==> config.mk <==
export PLATFORM = sky130hd
export DESIGN_NAME = exc_arbiter
export DESIGN_NICKNAME = d
export VERILOG_FILES = /design/src/rtl/exc_arbiter.sv
export SDC_FILE = /design/constraint.sdc
export NUM_CORES = 1
export LEC_CHECK = 0
export BUFFER_PORTS_ARGS = -buffer_cell sky130_fd_sc_hd__buf_2
export CAP_MARGIN = 20
export CORE_AREA = 2 2 39 41
export DETAILED_ROUTE_END_ITERATION = 7
export DIE_AREA = 0 0 41 43
export PLACE_DENSITY = 0.64
export RECOVER_POWER = 50
export SYNTH_ARGS = -nofsm -noshare
export SYNTH_HDL_FRONTEND = slang
export SYNTH_SLANG_ARGS = --single-unit
export TNS_END_PERCENT = 20
==> constraint.sdc <==
create_clock -name clk -period 2.6 [get_ports clk]
set_input_delay 0.78 -clock clk [delete_from_list [all_inputs] [get_ports clk]]
set_output_delay 0.78 -clock clk [all_outputs]
set_load 0.03 [all_outputs]
==> src/rtl/exc_arbiter.sv <==
module exc_arbiter #(
  parameter int         SYNC_STAGES = 2,
  parameter logic [1:0] TRACE_MODE  = 2'd2
) (
  input  logic       clk,
  input  logic       rst_pin_n,
  input  logic       wdt_ovf,
  input  logic       dstby_exit,
  input  logic       undef_op,
  input  logic       addr_err,
  input  logic       irq_req,
  input  logic       sleep_exec,
  input  logic       trap_exec,
  input  logic       trace_en,
  input  logic [1:0] int_mode,
  input  logic       stby_sel,
  input  logic       sleep_ie,
  input  logic       boundary,
  input  logic       done_rte,
  input  logic       done_ctl_wr,
  output logic       core_rst,
  output logic       exc_start,
  output logic [2:0] exc_code
);
  localparam logic [2:0] C_NONE  = 3'd0;
  localparam logic [2:0] C_RESET = 3'd1;
  localparam logic [2:0] C_ILL   = 3'd2;
  localparam logic [2:0] C_TRACE = 3'd3;
  localparam logic [2:0] C_ADDR  = 3'd4;
  localparam logic [2:0] C_IRQ   = 3'd5;
  localparam logic [2:0] C_SLEEP = 3'd6;
  localparam logic [2:0] C_TRAP  = 3'd7;
  localparam int         MSB     = SYNC_STAGES - 1;

  logic [SYNC_STAGES-1:0] sync_q;
  logic                   rel_q;
  logic                   ae_q, sl_q, tr_q, post_rst_q;
  logic [2:0]             nxt;

  always_ff @(posedge clk or negedge rst_pin_n)
    if (!rst_pin_n) begin
      sync_q <= '0;
      rel_q  <= 1'b0;
    end else begin
      sync_q <= {sync_q[MSB-1:0], 1'b1};
      rel_q  <= sync_q[MSB];
    end

  assign core_rst = ~sync_q[MSB];

  wire running  = ~core_rst;
  wire pin_rise = sync_q[MSB] & ~rel_q;
  wire req_rst  = pin_rise | (running & (wdt_ovf | dstby_exit));
  wire ae_any   = ae_q | addr_err;
  wire sl_any   = sl_q | (sleep_exec & ~stby_sel & sleep_ie);
  wire tr_any   = tr_q | trap_exec;
  wire req_tr   = boundary & trace_en & (int_mode == TRACE_MODE) & ~done_rte;
  wire req_irq  = boundary & irq_req & ~done_ctl_wr & ~post_rst_q;

  always_comb begin
    nxt = C_NONE;
    if (req_rst)                  nxt = C_RESET;
    else if (running) begin
      if (undef_op)               nxt = C_ILL;
      else if (req_tr)            nxt = C_TRACE;
      else if (boundary & ae_any) nxt = C_ADDR;
      else if (req_irq)           nxt = C_IRQ;
      else if (sl_any)            nxt = C_SLEEP;
      else if (tr_any)            nxt = C_TRAP;
    end
  end

  always_ff @(posedge clk or negedge rst_pin_n)
    if (!rst_pin_n) begin
      ae_q       <= 1'b0;
      sl_q       <= 1'b0;
      tr_q       <= 1'b0;
      post_rst_q <= 1'b0;
      exc_start  <= 1'b0;
      exc_code   <= C_NONE;
    end else begin
      exc_start <= (nxt != C_NONE);
      exc_code  <= nxt;
      if (req_rst) begin
        ae_q       <= 1'b0;
        sl_q       <= 1'b0;
        tr_q       <= 1'b0;
        post_rst_q <= 1'b1;
      end else if (running) begin
        ae_q <= ae_any & (nxt != C_ADDR);
        sl_q <= sl_any & (nxt != C_SLEEP);
        tr_q <= tr_any & (nxt != C_TRAP);
        if (boundary) post_rst_q <= 1'b0;
      end
    end
endmodule

# Word level (Yosys, flattened, before mapping)
# Index checks and enable logic that the tools add are counted.
op_classes:
  eq_ne: 4
  mux: 17
  bitwise_logic: 25
  n_reduce_logical: 4
ops:
  columns: ["cell", "n"]
  rows:
  - ["2-to-1 mux 3 bit", 8]
  - ["AND 1 bit", 14]
  - ["2-to-1 mux 1 bit", 9]
  - ["!= test 3 bit (second input constant)", 3]
  - ["NOT 1 bit", 6]
  - ["bitwise OR 1 bit", 5]
  - ["nonzero test 2 bit", 2]
  - ["nonzero test 3 bit", 1]
  - ["equality test 2 bit (second input constant)", 1]
  - ["AND reduction 2 bit", 1]
word_totals:
  register_bits: 11
  in_bits: 17
  output_inout_bits: 5
  wordCells: 58

# Logic depth before layout (Yosys ltp)
logic_depth:
  depth_word: 15
  depth_mapped: 4

# Least setup slack after synthesis
# No wires, ideal clock.
synth_timing:
  path_type: "input -> register"
  start: "in addr_err"
  end: "reg tr_q"
  arrival_ns: 1.749
  required_time_ns: 2.474
  setup_slack_ns: 0.725
  cell_stages: 4
  n_path_buf: 0
  path_cell_list: "o21ai_2 -> nand2_2 -> or4b_1 -> o311a_1"
synth_between:
  elab_chain_cells: 11
synth_rtl:
  columns: ["item", "line", "source"]
  rows:
  - ["start, declared", "10", "input logic addr_err,"]
  - ["bitwise OR 1 bit", "54", "wire ae_any = ae_q | addr_err;"]
  - ["AND 1 bit", "66", "else if (boundary & ae_any) nxt = C_ADDR;"]
  - ["2-to-1 mux 3 bit", "66", null]
  - ["2-to-1 mux 3 bit", "65", "else if (req_tr) nxt = C_TRACE;"]
  - ["2-to-1 mux 3 bit", "64", "if (undef_op) nxt = C_ILL;"]
  - ["2-to-1 mux 3 bit", "63", "else if (running) begin"]
  - ["2-to-1 mux 3 bit", "62", "if (req_rst) nxt = C_RESET;"]
  - ["!= test 3 bit", "92", "tr_q <= tr_any & (nxt != C_TRAP);"]
  - ["AND 1 bit", "92", null]
  - ["2-to-1 mux 1 bit", "89", "end else if (running) begin"]
  - ["2-to-1 mux 1 bit", "84", "if (req_rst) begin"]
  - ["end signal, assigned", "92", null]
  - ["end, declared", "37", "logic ae_q, sl_q, tr_q, post_rst_q;"]
# No other way between the ends. The select of a mux whose other input is x is not followed.
# A chain may end at the register's enable or synchronous reset.

# Worst setup path after layout
layout_timing:
  start: "reg sync_q[1]"
  end: "out core_rst"
layout_between:
  elab_chain_cells: 1
layout_rtl:
  columns: ["item", "line", "source"]
  rows:
  - ["start, declared", "35", "logic [SYNC_STAGES-1:0] sync_q;"]
  - ["start signal, assigned", "45", "sync_q <= {sync_q[MSB-1:0], 1'b1};"]
  - ["NOT 1 bit", "49", "assign core_rst = ~sync_q[MSB];"]
  - ["end, declared", "21", "output logic core_rst,"]
# No other way between the ends.

==> results.json <==
{
  "drtAntennaViolNets": 0,
  "ys_ff_latch": 11,
  "synthesis.nets": 66,
  "timing.fmax_ghz": 0.506,
  "hp-class": "reg2reg",
  "arrival_ps": 1190,
  "rsz0062_at_grt": "no",
  "cp-start-kind": "register",
  "htree_levels": 1,
  "grt_max_degree": 12,
  "setup_tns_ps": 0,
  "layout_commonest_cell": "buf_2",
  "syn_area_um2": 523,
  "numCtsBuffers": 3,
  "cts_tree": "done",
  "hold_buffers": 0,
  "post_cts_resized": 0,
  "grt_pass1_wl_um": 1900,
  "grt_overflow": 0,
  "cp.required_ps": 1820,
  "totalWireLength_um": 1180,
  "std_cell_rows": 14,
  "dr.max_layer_used": "met4",
  "via_per_inst": 5.33,
  "setup_violations": 0,
  "grt_pass1_vias": 449,
  "skew_ps": 0.457,
  "final_cell_mix": "buf_2 (20), dfrtp_1 (11), nor2_1 (6)",
  "cts_root_buffer": "clkbuf_4",
  "cp_num_cells": 2,
  "routabilityCongestion": 0.795,
  "p_leak_nw": 0.330,
  "drtIter0Drc": 16,
  "drt-met1-wl_um": 473,
  "die_height_um": 43,
  "post_cts_buffers": 0,
  "drive_gt1_share_pct": 38.4,
  "met3_length_um": 98,
  "holdPathStages": 0,
  "maxCapViolations": 0,
  "synth_cell_types": 25,
  "start_util_pct": 37.8,
  "synth_area_per_cell_um2": 10.7,
  "hpwl_um": 908,
  "port_buffers": 21,
  "die-area_um2": 1760,
  "finalCritPeriodShare_pct": 76.0,
  "seq_area_frac_synth_pct": 52.6,
  "dieWidth_um": 41,
  "core-area_um2": 1380,
  "wl_per_cell_um": 13.3,
  "critPathMaxStageDelay_ps": 490,
  "reg2regPathDepth": 3,
  "crit_slowest_cell": "dfrtp_1",
  "dr.pass1.iters": 4,
  "max-vdd-ir-drop_mv": 0.259,
  "clock_latency_ps": 280,
  "cts_buffer_depth": 2,
  "end_kind": "primary output",
  "timing.hold.ws_ps": 355,
  "synth_cells": 49,
  "cts_num_sinks": 11,
  "path_cells": "inv_1, buf_2",
  "track_usage_pct": 16.7,
  "antenna_cells": 0,
  "crit_buf_inv": 2,
  "synth_warnings": 0,
  "relSlewSlack_pct": 61.9,
  "wl_met2_um": 594,
  "drv_slew": 0,
  "hold_viol": 0,
  "clk_pin_slew_worst_paths_ps": 80,
  "path_delay_family": "flip-flops",
  "powerDensity_nw_per_um2": 558,
  "worst_slew_pin_slew_ps": 572,
  "dr_total_vias": 474,
  "io_pins": 22,
  "status": "complete, no violations",
  "cp_max_fo": 10,
  "drcViolationCount": 0,
  "antenna_found_initial": 0,
  "worstSetupPathType": "reg2out",
  "nNetsFinal": 91,
  "period_needed_ps": 1970,
  "area_growth_syn_to_layout_pct": 27.5
}
==> kinds of logic after synthesis <==
| group | share of synthesized area [%] |
|---|---|
| other cells | 0.717 |
| flops | 52.6 |
| compound gates | 18.4 |
| simple gates | 26.1 |
| buf+inv | 2.15 |
==> report_power, final <==
part	internal, mW	leakage (nW)	switching, mW
logic	0.0259	0.176	0.0363
clock network	0.0571	0.0177	0.0655
registers	0.181	0.136	0.00640
total	0.264	0.330	0.108
==> layout make-up <==
| type | instances | area (um^2) |
|---|---|---|
| Fill cell | 132 | 717 |
| Sequential cell | 11 | 275 |
| Multi-Input combinational cell | 36 | 236 |
| Timing Repair Buffer | 21 | 104 |
| Clock buffer | 3 | 22.5 |
| Tap cell | 16 | 20.0 |
| Clock inverter | 1 | 5.00 |
| Inverter | 1 | 3.75 |
==> final timing paths <==
check / start / to / slack, ps
setup / recovery: sync_q[1]$_DFF_PN0_ / core_rst / 630
hold / removal: sync_q[0]$_DFF_PN0_ / sync_q[1]$_DFF_PN0_ / 360
setup reg to reg: sync_q[1]$_DFF_PN0_ / tr_q$_DFFE_PN0P_ / 960
hold reg to reg: sync_q[0]$_DFF_PN0_ / sync_q[1]$_DFF_PN0_ / 360
max in group asynchronous: rst_pin_n / sl_q$_DFFE_PN0P_ / 1770
min in group asynchronous: rst_pin_n / exc_code[1]$_DFF_PN0_ / 460
==> cells in the mapped netlist <==
master / count / area share, %
a41oi_1: 1 / 1.7
nand2_2: 1 / 1.2
or4_1: 1 / 1.4
a21o_1: 1 / 1.4
nor3b_4: 1 / 3.6
nand3_1: 1 / 0.96
nand4bb_2: 1 / 3.1
nand2_1: 4 / 2.9
nor4_1: 1 / 1.2
nor2_1: 6 / 4.3
o21ai_0: 1 / 0.96
conb_1: 1 / 0.72
buf_4: 1 / 1.4
a21oi_1: 5 / 4.8
nor3_1: 1 / 0.96
a311oi_1: 1 / 1.7
or4b_1: 1 / 1.9
o31ai_1: 3 / 4.3
o311a_1: 1 / 1.9
nand2b_1: 1 / 1.2
o21ai_2: 1 / 1.7
nand4b_1: 1 / 1.7
dfrtp_1: 11 / 53
and3b_1: 1 / 1.7
inv_1: 1 / 0.72
==> per-layer routing <==
layer | up-vias | track usage [%]
li1 | 229 | -
met1 | 217 | 21.5
met2 | 25 | 23.8
met3 | 3 | 4.71
met4 | 0 | 10.0
met5 | - | 0
==> registers in the layout, indices dropped and copies added, names as in the netlist <==
name and flops:
exc_code 3, sync_q 2, ae_q 1, exc_start 1, post_rst_q 1, rel_q 1, sl_q 1, tr_q 1
==> through the flow <==
| step | std cells | total power [mW] | instance area, um^2 | util (%) | setup slack (ps) |
|---|---|---|---|---|---|
| floorplan | 49 | 0.225 | 523 | - | 725 |
| global placement | 85 | 0.251 | 641 | 46.3 | 548 |
| detailed placement | 85 | 0.253 | 641 | 46.3 | 521 |
| CTS | 89 | 0.372 | 668 | 48.3 | 628 |
| global route | 89 | 0.389 | 667 | 48.2 | 577 |
| finish | 89 | 0.372 | 667 | 48.2 | 625 |
Note: power is estimated with default switching activity, not from simulation.
